===== src/rtl/mdp_pkg.sv =====
package mdp_pkg;
  localparam int SYM_CHARS = 6;
  localparam int SYM_BYTES = 8;
  localparam int ID_OFS    = 6;
  localparam int SIDE_OFS  = 14;
  localparam int QTY_OFS   = 15;
  localparam int LONG_SYM  = 19;
  localparam int LONG_PX   = 25;
  localparam int SHORT_SYM = 17;
  localparam int SHORT_PX  = 23;
  localparam int EVT_QTY   = 14;

  localparam logic [7:0] T_ADD_LONG  = 8'h21;
  localparam logic [7:0] T_ADD_SHORT = 8'h22;
  localparam logic [7:0] T_EXEC      = 8'h23;
  localparam logic [7:0] T_CANCEL    = 8'h24;

  typedef enum logic [1:0] {
    CMD_NONE = 2'd0, CMD_ADD = 2'd1, CMD_EXEC = 2'd2, CMD_CANCEL = 2'd3
  } cmd_e;

  typedef struct packed {
    cmd_e        code;
    logic [7:0]  side;
    logic [31:0] qty;
    logic [31:0] exec_qty;
    logic [31:0] cancel_qty;
    logic [63:0] price;
    logic [63:0] symbol;
    logic [63:0] order_id;
  } cmd_rec_t;

  function automatic cmd_rec_t blank_rec();
    cmd_rec_t r;
    r = '0;
    r.code   = CMD_NONE;
    r.symbol = {SYM_BYTES{8'h20}};
    return r;
  endfunction

  function automatic logic [63:0] le_put64(input logic [63:0] cur, input logic [7:0] off,
                                           input int base, input int nbytes, input logic [7:0] b);
    logic [63:0] r;
    r = cur;
    for (int i = 0; i < 8; i++)
      if (i < nbytes && int'(off) == base + i) r[8*i +: 8] = b;
    return r;
  endfunction

  function automatic logic [31:0] le_put32(input logic [31:0] cur, input logic [7:0] off,
                                           input int base, input int nbytes, input logic [7:0] b);
    logic [31:0] r;
    r = cur;
    for (int i = 0; i < 4; i++)
      if (i < nbytes && int'(off) == base + i) r[8*i +: 8] = b;
    return r;
  endfunction

  function automatic logic [63:0] sym_put(input logic [63:0] cur, input logic [7:0] off,
                                          input int base, input logic [7:0] b);
    logic [63:0] r;
    r = cur;
    for (int k = 0; k < SYM_CHARS; k++)
      if (int'(off) == base + k) r[8*(SYM_BYTES-1-k) +: 8] = b;
    return r;
  endfunction

  function automatic logic type_known(input logic [7:0] t);
    return (t == T_ADD_LONG) || (t == T_ADD_SHORT) || (t == T_EXEC) || (t == T_CANCEL);
  endfunction

  function automatic cmd_rec_t apply_byte(input cmd_rec_t rec, input logic [7:0] mtype,
                                          input logic [7:0] off, input logic [7:0] b);
    cmd_rec_t r;
    r = rec;
    case (mtype)
      T_ADD_LONG, T_ADD_SHORT: begin
        if (off == 8'd1) r.code = CMD_ADD;
        r.order_id = le_put64(r.order_id, off, ID_OFS, 8, b);
        if (int'(off) == SIDE_OFS) r.side = b;
        if (mtype == T_ADD_LONG) begin
          r.qty    = le_put32(r.qty, off, QTY_OFS, 4, b);
          r.symbol = sym_put(r.symbol, off, LONG_SYM, b);
          r.price  = le_put64(r.price, off, LONG_PX, 8, b);
        end else begin
          r.qty    = le_put32(r.qty, off, QTY_OFS, 2, b);
          r.symbol = sym_put(r.symbol, off, SHORT_SYM, b);
          r.price  = le_put64(r.price, off, SHORT_PX, 4, b);
        end
      end
      T_EXEC: begin
        if (off == 8'd1) r.code = CMD_EXEC;
        r.order_id = le_put64(r.order_id, off, ID_OFS, 8, b);
        r.exec_qty = le_put32(r.exec_qty, off, EVT_QTY, 4, b);
      end
      T_CANCEL: begin
        if (off == 8'd1) r.code = CMD_CANCEL;
        r.order_id   = le_put64(r.order_id, off, ID_OFS, 8, b);
        r.cancel_qty = le_put32(r.cancel_qty, off, EVT_QTY, 4, b);
      end
      default: r = rec;
    endcase
    return r;
  endfunction
endpackage


===== src/rtl/mdp_framer.sv =====
module mdp_framer (
  input  logic       clk,
  input  logic       rst,
  input  logic       accept,
  input  logic [7:0] in_data,
  output logic [7:0] offset,
  output logic [7:0] cur_type,
  output logic       is_last
);
  logic [7:0] cnt_q, len_q, type_q;

  assign offset   = cnt_q;
  assign cur_type = (cnt_q == 8'd1) ? in_data : type_q;
  assign is_last  = (cnt_q == 8'd0) ? (in_data <= 8'd1) : (cnt_q == len_q - 8'd1);

  always_ff @(posedge clk) begin
    if (rst) begin
      cnt_q  <= '0;
      len_q  <= '0;
      type_q <= '0;
    end else if (accept) begin
      cnt_q <= is_last ? 8'd0 : cnt_q + 8'd1;
      if (cnt_q == 8'd0) len_q  <= in_data;
      if (cnt_q == 8'd1) type_q <= in_data;
    end
  end
endmodule


===== src/rtl/mdp_extract.sv =====
module mdp_extract
  import mdp_pkg::*;
(
  input  logic       clk,
  input  logic       rst,
  input  logic       accept,
  input  logic [7:0] in_data,
  input  logic [7:0] offset,
  input  logic [7:0] cur_type,
  input  logic       is_last,
  output cmd_rec_t   rec_next,
  output logic       emit
);
  cmd_rec_t rec_q, rec_base;

  assign rec_base = (offset == 8'd0) ? blank_rec() : rec_q;
  assign rec_next = apply_byte(rec_base, cur_type, offset, in_data);
  assign emit     = accept && is_last && (offset != 8'd0) && type_known(cur_type);

  always_ff @(posedge clk) begin
    if (rst)         rec_q <= blank_rec();
    else if (accept) rec_q <= rec_next;
  end
endmodule


===== src/rtl/mdp_cmd_hold.sv =====
module mdp_cmd_hold
  import mdp_pkg::*;
(
  input  logic     clk,
  input  logic     rst,
  input  logic     emit,
  input  cmd_rec_t rec_in,
  input  logic     cmd_ready,
  output logic     cmd_valid,
  output cmd_rec_t rec_out
);
  always_ff @(posedge clk) begin
    if (rst) begin
      cmd_valid <= 1'b0;
      rec_out   <= blank_rec();
    end else if (emit) begin
      cmd_valid <= 1'b1;
      rec_out   <= rec_in;
    end else if (cmd_ready) begin
      cmd_valid <= 1'b0;
    end
  end
endmodule


===== src/rtl/mdp_parser.sv =====
module mdp_parser
  import mdp_pkg::*;
(
  input  logic        clk,
  input  logic        rst,
  input  logic [7:0]  in_data,
  input  logic        in_valid,
  output logic        in_ready,
  input  logic        cmd_ready,
  output logic        cmd_valid,
  output logic [1:0]  cmd_code,
  output logic [7:0]  cmd_side,
  output logic [31:0] cmd_qty,
  output logic [31:0] cmd_exec_qty,
  output logic [31:0] cmd_cancel_qty,
  output logic [63:0] cmd_price,
  output logic [63:0] cmd_symbol,
  output logic [63:0] cmd_order_id
);
  logic       accept, is_last, emit;
  logic [7:0] offset, cur_type;
  cmd_rec_t   rec_next, rec_out;

  assign in_ready = !(cmd_valid && !cmd_ready);
  assign accept   = in_valid && in_ready;

  mdp_framer u_framer (
    .clk(clk), .rst(rst), .accept(accept), .in_data(in_data),
    .offset(offset), .cur_type(cur_type), .is_last(is_last)
  );

  mdp_extract u_extract (
    .clk(clk), .rst(rst), .accept(accept), .in_data(in_data),
    .offset(offset), .cur_type(cur_type), .is_last(is_last),
    .rec_next(rec_next), .emit(emit)
  );

  mdp_cmd_hold u_hold (
    .clk(clk), .rst(rst), .emit(emit), .rec_in(rec_next),
    .cmd_ready(cmd_ready), .cmd_valid(cmd_valid), .rec_out(rec_out)
  );

  assign cmd_code       = rec_out.code;
  assign cmd_side       = rec_out.side;
  assign cmd_qty        = rec_out.qty;
  assign cmd_exec_qty   = rec_out.exec_qty;
  assign cmd_cancel_qty = rec_out.cancel_qty;
  assign cmd_price      = rec_out.price;
  assign cmd_symbol     = rec_out.symbol;
  assign cmd_order_id   = rec_out.order_id;
endmodule


===== config.mk =====
export PLATFORM = sky130hd
export DESIGN_NAME = mdp_parser
export DESIGN_NICKNAME = d
export VERILOG_FILES = /design/src/rtl/mdp_pkg.sv /design/src/rtl/mdp_framer.sv /design/src/rtl/mdp_extract.sv /design/src/rtl/mdp_cmd_hold.sv /design/src/rtl/mdp_parser.sv
export SDC_FILE = /design/constraint.sdc
export NUM_CORES = 1
export LEC_CHECK = 0
export ABC_CLOCK_PERIOD_IN_PS = 2530
export BUFFER_PORTS_ARGS = -buffer_cell sky130_fd_sc_hd__buf_4
export CORE_MARGIN = 1
export CORE_UTILIZATION = 45
export DETAILED_ROUTE_END_ITERATION = 12
export PLACE_DENSITY = 0.66
export SLEW_MARGIN = 20
export SYNTH_ARGS = -nofsm -noshare
export SYNTH_HDL_FRONTEND = slang
export SYNTH_SLANG_ARGS = --single-unit
export TNS_END_PERCENT = 50

===== constraint.sdc =====
create_clock -name clk -period 2.53 [get_ports clk]
set_input_delay 0.253 -clock clk [delete_from_list [all_inputs] [get_ports clk]]
set_output_delay 0.253 -clock clk [all_outputs]
set_load 0.005 [all_outputs]

==> flow_summary.yaml <==
outcome:
  run_status: "complete, but fails checks"
  violations: "setup timing"
detailed_routing:
  drt_first_pass_iters: 6
  viasPerCell: 6.512
  dr.first_iter.drc_count: 3398
  wl_microns: 109400
  drc_errors: 0
  route.detailed.wl_per_inst_microns: 24.12
  vias: 29550
  ant_nets: 0
yosys:
  synth_nets: 3348
  avgSynthCellArea_sq_um: 8.250
  synthFlopType: "dfxtp_1"
  yosys.area.top_type: "dfxtp_1"
  synth_seq_cells: 621
  synth_seq_area_share_pct: 45.24
  mappedNetlistArea_sq_mm: 0.02748
  synthDominantCellAreaShare_pct: 45.24
  yosys_warnings: 0
  ys_top_cells_by_area: "dfxtp_1, a21oi_1, a211oi_1, nand2_1, o21ai_0"
  synth.distinct_cells: 73
  postSynthCellCount: 3331
  ys_async_sr_fraction_pct: 0
  synth_edf_count: 0
min_path:
  worstHoldPathType: "in2reg"
timing:
  fin_crit_sh_pct: 108.5
  setup_tns_ns: -38.62
  skew_ns: 0.02871
  rsz0062_at_grt: "true"
  setup_viol: 427
  max_slew_margin_pct: 23.75
  hold_viol_final: 0
  tightestPinTransition_ns: 1.144
  setup_ws_ns: -0.2162
  fmax_mhz: 364.1
  slew_viol_final: 0
  min_period_ns: 2.746
  holdWs_ns: 0.09110
placed_design:
  gp_congestion: 0.9094
  port_buffers: 311
  dpl.hpwl_microns: 60980
  dp_cells: 4300
final_layout:
  final_nets: 3718
  final_cell_mix: "a21oi_1, dfxtp_1, buf_4, nand2_1, a211oi_1"
  syn_to_final_growth_pct: 39.51
  drive_above_1_share_pct: 30.39
  nFillCells: 4849
  layout.cells.most_common: "a21oi_1"
  instances_no_fill: 4538
worst_setup_path:
  worstPathArrival_ns: 3.19
  worstSetupPathType: "reg2reg"
  startpoint_type: "flip-flop"
  cp_max_fo: 105
  worstSetupEndpointType: "flip-flop"
  required_ns: 2.97
pwr:
  power_mw: 22.05
  p_per_area_mw_per_mm2: 575.2
  clockPowerShare_pct: 48.3
  p_switching_mw: 5.478
  p_int_mw: 16.57
  netSwitchingFraction_pct: 24.84
  ir_drop_mv: 0.4282
  p_leak_nw: 13.45
  power_frac_seq_pct: 44.5
  comb_power_share_pct: 7.2
floorplanning:
  dieArea_sq_mm: 0.06206
  die_h_microns: 249.1
  num_io_pins: 312
  dieWidth_microns: 249.1
  core_area_sq_mm: 0.06036
  initial_core_util_pct: 45.53
  std_cell_rows: 90
global_routing:
  grt_pass1_wl_microns: 159000
  grt_pass1_vias: 27513
  overflow: 0
  grt_max_degree: 215
  grt_usage_pct: 31.84
  antenna_found_initial: 2
clock_network:
  numCtsBuffers: 68
  clock_latency_ns: 0.61
  cts-root-buf: "clkbuf_16"
  cts_tree: "built"
  clockBufferDepth: 3
  clkTransAtPathRegs_ns: 0.06
  cts.sinks: 621
  h-tree-depth: 3
run:
  maxCapViolCount: 0
-- cell type report --
| type | instances | area, sq um | share of cell area (%) |
|---|---|---|---|
| diodes | 2 | 5.005 | 0.01305 |
| clock buffers | 94 | 2013 | 5.251 |
| clock inverters | 29 | 366.6 | 0.9562 |
| inverters | 12 | 45.04 | 0.1175 |
| multi-input cells | 2314 | 15120 | 39.43 |
| flip-flops and latches | 621 | 12430 | 32.43 |
| well taps | 782 | 978.4 | 2.552 |
| repair buffers | 684 | 7381 | 19.25 |
-- stage by stage --
step	setup slack (ns)	instance area (sq um)	utilization (%)
after floorplan	-0.04192	27530	-
after global placement	-0.2757	31760	52.62
after detailed placement	-0.2715	31770	52.63
after CTS	-0.1315	35840	59.38
after global routing	-0.2384	38340	63.52
final	-0.2162	38340	63.52
-- Yosys cell counts (all sizes together) (27+ instances only) --
cell type and n:
a22oi 30, and3 107, buf 119, o32ai 32, a32o 39, dfxtp 621, o21ai 220, a21oi 744
nor2 54, clkbuf 267, and2 27, a31oi 89, a211oi 267, nor3 54, a32oi 73, nand2 370
nand3 61
-- power groups by stage --
stage	logic (mW)	registers, mW	clock network, mW
finish	1.59	9.82	10.6
global route	1.66	9.81	11.1
CTS	1.43	9.81	10.7
detailed placement	1.36	10.0	0
global placement	1.32	10.0	0
floorplan	0.834	10.0	0
-- what timing repair did --
item / CTS / global route
cloned: 29 / 37
setup endpoints to repair: 514 / 585
resized for setup: 162 / 325
hold buffers: 1 / 0
pin swaps: 126 / 85
buffers inserted: 23 / 30
hold endpoints to repair: 8 / 0
-- final timing paths --
| kind | start | endpoint | slack (ns) | depth (start not counted) |
|---|---|---|---|---|
| worst max-delay path | u_framer.offset[7] | u_hold.rec_out[297] | -0.22 | 9 |
| worst min-delay path | cmd_ready | u_hold.cmd_valid | 0.09 | 3 |
| worst max register to register | u_framer.offset[7] | u_hold.rec_out[297] | -0.22 | 9 |
| worst min register to register | u_extract.rec_q[69] | u_extract.rec_q[69] | 0.45 | 1 |
-- logic make-up (layout without fill, tap and decap cells) --
family,count (synthesis),in the layout,synth area share (%)
AO/OA/AOI/OAI,1544,1546,34.28
AND/OR/NAND/NOR,741,741,13.38
flip-flops,621,621,45.24
buffers and inverters,398,819,6.137
XOR/XNOR,17,17,0.5418
adder cells (fa/ha/maj),5,5,0.2276
multiplexers,5,5,0.1958
other,0,2,0
-- state kept, by name (all words and copies together), names as in the netlist --
register	cells
u_framer.type_q	8
u_extract.rec_q	298
u_hold.cmd_valid	1
u_framer.offset	8
u_hold.rec_out	298
u_framer.len_q	8
-- routing by layer --
metal | track usage (%) | part of all wire, % | vias to the layer above
li1 | - | - | 13171
met1 | 41.63 | 40 | 14336
met2 | 51.31 | 47 | 1703
met3 | 5.287 | 8.7 | 340
met4 | 14.89 | 4.2 | 0
met5 | 0 | 0 | -
-- critical path, stage by stage, from the launching register on --
cell and delay (ns):
dfxtp_1 0.35, nor4_4 0.48, buf_4 0.34, nand2_4 0.09
buf_4 0.18, buf_16 0.19, a22o_1 0.38, nand2_1 0.06
o311a_1 0.21, a211oi_1 0.08
(Power assumes the default switching activity.)
